## src/rtl/fmt_pkg.sv

```systemverilog
// Shared encodings for the sample output formatter.
package fmt_pkg;
    typedef enum logic [1:0] {
        CODE_OFFS     = 2'd0,
        CODE_TWOS     = 2'd1,
        CODE_GRAY     = 2'd2,
        CODE_OFFS_ALT = 2'd3
    } code_sel_e;

    typedef enum logic [1:0] {
        OVR_SAT       = 2'd0,
        OVR_LIMIT     = 2'd1,
        OVR_SAT_OR_AN = 2'd2,
        OVR_OFF       = 2'd3
    } ovr_mode_e;
endpackage

```

## src/rtl/sample_coder.sv

```systemverilog
// Recodes one signed sample into the selected output format and applies
// optional bit inversion. Purely combinational; assumes twos-complement input.
module sample_coder
    import fmt_pkg::*;
#(
    parameter int DW = 16
) (
    input  logic [DW-1:0] smp,
    input  code_sel_e     sel,
    input  logic          invert,
    output logic [DW-1:0] word
);
    localparam logic [DW-1:0] SIGN_FLIP = {1'b1, {(DW-1){1'b0}}};

    logic [DW-1:0] offs;
    logic [DW-1:0] coded;

    // Offset-binary base value and format selection.
    always_comb begin
        offs = smp ^ SIGN_FLIP;
        unique case (sel)
            CODE_TWOS: coded = smp;
            CODE_GRAY: coded = offs ^ (offs >> 1);
            default:   coded = offs;
        endcase
        word = invert ? ~coded : coded;
    end
endmodule

```

## src/rtl/range_flagger.sv

```systemverilog
// Computes one channel's out-of-range condition from the sample, a magnitude
// limit and an analog trip bit. Combinational; the caller registers it.
module range_flagger
    import fmt_pkg::*;
#(
    parameter int DW = 16,
    parameter int TW = 6
) (
    input  logic [DW-1:0] smp,
    input  ovr_mode_e     mode,
    input  logic [TW-1:0] limit,
    input  logic          trip,
    output logic          flag
);
    localparam logic [DW-1:0] POS_MAX = {1'b0, {(DW-1){1'b1}}};
    localparam logic [DW-1:0] NEG_MAX = {1'b1, {(DW-1){1'b0}}};

    logic          sat;
    logic [DW-1:0] mag;
    logic          over_lim;

    // Saturation, symmetric magnitude and flag source selection.
    always_comb begin
        sat      = (smp == POS_MAX) || (smp == NEG_MAX);
        mag      = smp[DW-1] ? ~smp : smp;
        over_lim = mag[DW-2 -: TW] > limit;
        unique case (mode)
            OVR_SAT:       flag = sat;
            OVR_LIMIT:     flag = over_lim;
            OVR_SAT_OR_AN: flag = sat | trip;
            default:       flag = 1'b0;
        endcase
    end
endmodule

```

## src/rtl/out_sequencer.sv

```systemverilog
// Registers formatted words and flags on each strobe, sequences the A then B
// word in interleaved mode and generates the raw data clock.
// Assumes configuration is static while strobes arrive.
module out_sequencer #(
    parameter int DW = 16
) (
    input  logic          clk,
    input  logic          rst_n,
    input  logic          in_valid,
    input  logic          merge,
    input  logic [DW-1:0] word_a_d,
    input  logic [DW-1:0] word_b_d,
    input  logic [1:0]    flag_d,
    output logic [DW-1:0] lane_a,
    output logic [DW-1:0] lane_b,
    output logic [1:0]    flag_q,
    output logic          dclk_raw
);
    logic [DW-1:0] word_a_q;
    logic [DW-1:0] word_b_q;
    logic          show_b_q;

    // Capture words and flags on each accepted strobe.
    always_ff @(posedge clk) begin
        if (!rst_n) begin
            word_a_q <= '0;
            word_b_q <= '0;
            flag_q   <= '0;
        end else if (in_valid) begin
            word_a_q <= word_a_d;
            word_b_q <= word_b_d;
            flag_q   <= flag_d;
        end
    end

    // Data clock high for the A cycle; B cycle follows unless a new strobe wins.
    always_ff @(posedge clk) begin
        if (!rst_n) begin
            dclk_raw <= 1'b0;
            show_b_q <= 1'b0;
        end else begin
            dclk_raw <= in_valid;
            show_b_q <= dclk_raw && merge && !in_valid;
        end
    end

    // Bus A carries the B word during the second interleaved cycle.
    always_comb begin
        lane_a = show_b_q ? word_b_q : word_a_q;
        lane_b = word_b_q;
    end
endmodule

```

## src/rtl/dual_sample_formatter.sv

```systemverilog
// Output stage for a two-channel sample stream: format, invert, interleave,
// out-of-range flags, bus enables and data clock. Configuration is static.
module dual_sample_formatter
    import fmt_pkg::*;
#(
    parameter int DW = 16,
    parameter int TW = 6
) (
    input  logic          clk,
    input  logic          rst_n,
    input  logic          in_valid,
    input  logic [DW-1:0] in_a,
    input  logic [DW-1:0] in_b,
    input  logic          trip_a,
    input  logic          trip_b,
    input  logic [1:0]    cfg_code,
    input  logic          cfg_invert,
    input  logic          cfg_hiz,
    input  logic          cfg_merge,
    input  logic          cfg_clk_inv,
    input  logic [1:0]    cfg_ovr_mode,
    input  logic [TW-1:0] cfg_ovr_limit,
    output logic [DW-1:0] bus_a,
    output logic [DW-1:0] bus_b,
    output logic          bus_a_en,
    output logic          bus_b_en,
    output logic          ovr_a,
    output logic          ovr_b,
    output logic          dclk_out
);
    localparam int NCH = 2;

    logic [DW-1:0] smp  [NCH];
    logic          trip [NCH];
    logic [DW-1:0] word [NCH];
    logic [NCH-1:0] flag_d;
    logic [NCH-1:0] flag_q;
    logic          dclk_raw;

    // Gather channel inputs into arrays for the per-channel lanes.
    always_comb begin
        smp[0]  = in_a;
        smp[1]  = in_b;
        trip[0] = trip_a;
        trip[1] = trip_b;
    end

    for (genvar c = 0; c < NCH; c++) begin : g_lane
        sample_coder #(.DW(DW)) coder_i (
            .smp    (smp[c]),
            .sel    (code_sel_e'(cfg_code)),
            .invert (cfg_invert),
            .word   (word[c])
        );
        range_flagger #(.DW(DW), .TW(TW)) flag_i (
            .smp   (smp[c]),
            .mode  (ovr_mode_e'(cfg_ovr_mode)),
            .limit (cfg_ovr_limit),
            .trip  (trip[c]),
            .flag  (flag_d[c])
        );
    end

    out_sequencer #(.DW(DW)) seq_i (
        .clk      (clk),
        .rst_n    (rst_n),
        .in_valid (in_valid),
        .merge    (cfg_merge),
        .word_a_d (word[0]),
        .word_b_d (word[1]),
        .flag_d   (flag_d),
        .lane_a   (bus_a),
        .lane_b   (bus_b),
        .flag_q   (flag_q),
        .dclk_raw (dclk_raw)
    );

    // Drive enables, flags and data clock polarity.
    always_comb begin
        bus_a_en = !cfg_hiz;
        bus_b_en = !cfg_hiz && !cfg_merge;
        ovr_a    = flag_q[0];
        ovr_b    = flag_q[1];
        dclk_out = dclk_raw ^ cfg_clk_inv;
    end
endmodule

```

## config.mk

```make
export PLATFORM = sky130hd
export DESIGN_NAME = dual_sample_formatter
export DESIGN_NICKNAME = d
export VERILOG_FILES = /design/src/rtl/fmt_pkg.sv /design/src/rtl/sample_coder.sv /design/src/rtl/range_flagger.sv /design/src/rtl/out_sequencer.sv /design/src/rtl/dual_sample_formatter.sv
export SDC_FILE = /design/constraint.sdc
export NUM_CORES = 1
export LEC_CHECK = 0
export CAP_MARGIN = 5
export CORE_AREA = 2 2 100 73
export DETAILED_ROUTE_END_ITERATION = 8
export DIE_AREA = 0 0 102 75
export MAX_ROUTING_LAYER = met4
export PLACE_DENSITY_LB_ADDON = 0.08
export SLEW_MARGIN = 10
export SYNTH_ARGS = -nofsm -noshare
export SYNTH_HDL_FRONTEND = slang
export SYNTH_HIERARCHICAL = 1
export SYNTH_SLANG_ARGS = --single-unit
```

## constraint.sdc

```tcl
create_clock -name clk -period 3.6 [get_ports clk]
set_input_delay 0.54 -clock clk [delete_from_list [all_inputs] [get_ports clk]]
set_output_delay 0.54 -clock clk [all_outputs]
set_load 0.03 [all_outputs]
```

==> reports/results.ini <==
[status]
outcome=completed

[clocking]
htreeDepth=2
clockBufferDepth=2
clk_pin_slew_ns=0.07
cts_resized=0
postCtsSetupBuffers=0
clock_latency_ns=0.29
cts_root_buf=clkbuf_8
cts.sinks=36
cts_tree=done
cts_hold_buf=0
tritoncts.num_buffers=5

[logic_synthesis]
async_flop_share=0
synthesis.area_um2=3503
synth_edf_count=0
synth_nets=481
synth_top_cell_by_area=dfxtp_1
synth_ff_type=dfxtp_1
synthMostInstantiatedCell=xor2_1
ys_types=38
synth_top_area_frac=0.2057
seq_area_frac_synth=0.2057
yosys_warnings=6
synthTopCellsByArea=dfxtp_1 (21%), xor2_1 (10%), mux2i_1 (9.7%)
syn_inst=410
synth.cells.most_frequent=xor2_1 (41), dfxtp_1 (36), mux2i_1 (34), nor2b_1 (34), o21ai_0 (32)
syn_avg_cell_area_um2=8.545
ys_ff_latch=36

[setup_path]
required_ns=3.06
worst_setup_path_start_kind=flop
path_max_fanout=16
arrival_ns=2.16
worstSetupEndpointType=output port
crit_type=reg -> out

[global_routing]
antenna_found_initial=0
grt_pass1_wl_mm=14.43
grt_pass1_vias=2964
grt_max_degree=37
grt-ovfl-total=0
grt_usage=0.2483

[timing]
rsz0062_at_grt=no
finalSetupViolations=0
period_minus_slack_ns=2.705
skew_ns=0.0002026
final_max_slew_viol_count=0
finalCritPeriodShare=0.7514
worstMarginPinSlew_ns=1.049
max_freq_ghz=0.3697
timing.setup.tns_ns=0
final_hold_viol_count=0
slew_headroom=0.2983

[power_and_ir_drop]
pwr_density_cell_nw_per_um2=295.0
pwr-share-seq=0.360
clkPwrFrac=0.212
switching_share=0.3601
ir_drop_mv=0.1329
p_int_uw=824.7
p_leak_nw=1.758
comb_power_share=0.428
power_switching_uw=464.0

[routing]
via_per_inst=5.551
dr_total_vias=3186
drc_errors=0
avgRoutedWirePerCell_um=15.49
drtIter0Drc=203
routed_wl_mm=8.894
dr.pass1.iters=4
antenna_left=0

[placement]
io_buffers=87
gp_congestion=0.8727
dp_hpwl_mm=6.755

[run]
maxCapViolCount=0

[cells_and_area]
fin_nets=551
fill_cells=614
antenna_cells=0
post-route-util=0.6587
area_growth_pct=24.68
drive_above_1_share=0.05625

[floorplan]
dieHeight_um=75
core_area_um2=6631
die_x_um=102
core.rowCount=25
ios=88
start_util=0.5283
die_area_um2=7650

[min_path]
worstHoldPathType=reg -> reg

==> per-layer routing <==
layer | GRT usage | vias up | routed length (um)
met2 | 0.3991 | 92 | 3991
met1 | 0.3339 | 1499 | 4367
met3 | 0.04364 | 6 | 489
met5 | - | - | 0
met4 | 0.04444 | 0 | 46
li1 | - | 1589 | -
==> final timing paths <==
| check | end | cells after the start | slack [ns] | startpoint |
|---|---|---|---|---|
| worst min register to register | seq_i/word_a_q[12] | 2 | 0.52 | seq_i/word_a_q[12] |
| worst min-delay path | seq_i/word_a_q[12] | 2 | 0.52 | seq_i/word_a_q[12] |
| worst max-delay path | bus_a[15] | 2 | 0.90 | seq_i/show_b_q |
| worst max register to register | seq_i/lane_b[6] | 2 | 2.91 | seq_i/lane_b[6] |
==> logic make-up after synthesis <==
| kind of cell | count (synthesis) | synth area share |
|---|---|---|
| and+or+nand+nor | 137 | 0.2500 |
| AOI/OAI and AO/OA | 70 | 0.1257 |
| buffers and inverters | 54 | 0.09000 |
| muxes | 50 | 0.1496 |
| xor gates and xnor gates | 43 | 0.1075 |
| DFF | 36 | 0.2057 |
| adders and majority gates | 20 | 0.07143 |
==> cell type report <==
cell class | instances | area [um2] | area share
clock buffer | 6 | 72.57 | 0.01661
clock inverter | 1 | 5.005 | 0.001146
inverter | 27 | 101.3 | 0.02320
multi-input combinational | 320 | 2467 | 0.5649
sequential | 36 | 720.7 | 0.1650
tap | 94 | 117.6 | 0.02693
timing repair buffer | 90 | 883.3 | 0.2022
==> power by group through the flow <==
stage / clock [mW] / sequential, mW / combinational (mW)
global placement: 0 / 0.472 / 0.539
global route: 0.297 / 0.468 / 0.602
finish: 0.273 / 0.464 / 0.551
CTS: 0.279 / 0.464 / 0.553
detailed placement: 0 / 0.473 / 0.551
floorplan: 0 / 0.497 / 0.323
==> through the flow <==
stage	instances	total power [mW]	hold slack, ns	instance area [um2]	setup WS (ns)
floorplan	410	0.8197	0.4784	3503	1.654
global placement	567	1.011	0.4991	4290	0.6902
detailed placement	567	1.024	0.5116	4290	0.6434
CTS	574	1.296	0.5288	4368	0.8933
global route	574	1.367	0.5566	4368	0.7366
finish	574	1.289	0.5175	4368	0.8951
==> critical path, cell delays in order, from the launching register on <==
cell             delay, ns
dfxtp_1               0.84
mux2_2                0.43
clkdlybuf4s50_1       0.60
==> layout by cell type (no fill, tap or decap), types with 2 or more instances in the layout <==
cell / Yosys / final
o211ai_1: 24 / 24
clkbuf_8: 0 / 5
mux2_2: 15 / 15
mux2i_1: 34 / 34
nor4_1: 4 / 4
dfxtp_1: 36 / 36
o311ai_1: 2 / 2
nand2b_1: 26 / 26
nand3_1: 8 / 8
o221ai_1: 2 / 2
buf_4: 2 / 3
clkdlybuf4s50_1: 0 / 85
nand2_1: 8 / 8
nor2_1: 5 / 5
or4b_1: 2 / 2
nand4_1: 10 / 10
nor2b_1: 34 / 34
a21oi_1: 4 / 4
buf_2: 12 / 2
o2111ai_1: 2 / 2
a211oi_1: 2 / 2
and3_1: 2 / 2
ha_1: 20 / 20
nor4b_1: 2 / 2
or4_1: 2 / 2
o22ai_1: 2 / 2
xor2_1: 41 / 41
inv_1: 27 / 27
nor3_1: 2 / 2
nand3b_1: 28 / 28
o21ai_0: 32 / 32
xnor2_1: 2 / 2
nand4bb_1: 2 / 2
==> flip-flops by register name, indices dropped and copies added, names as in the netlist <==
register and count:
seq_i/lane_b 16, seq_i/word_a_q 16, seq_i/flag_q 2, seq_i/dclk_raw 1
seq_i/show_b_q 1
Note: power is estimated with default switching activity, not from simulation.
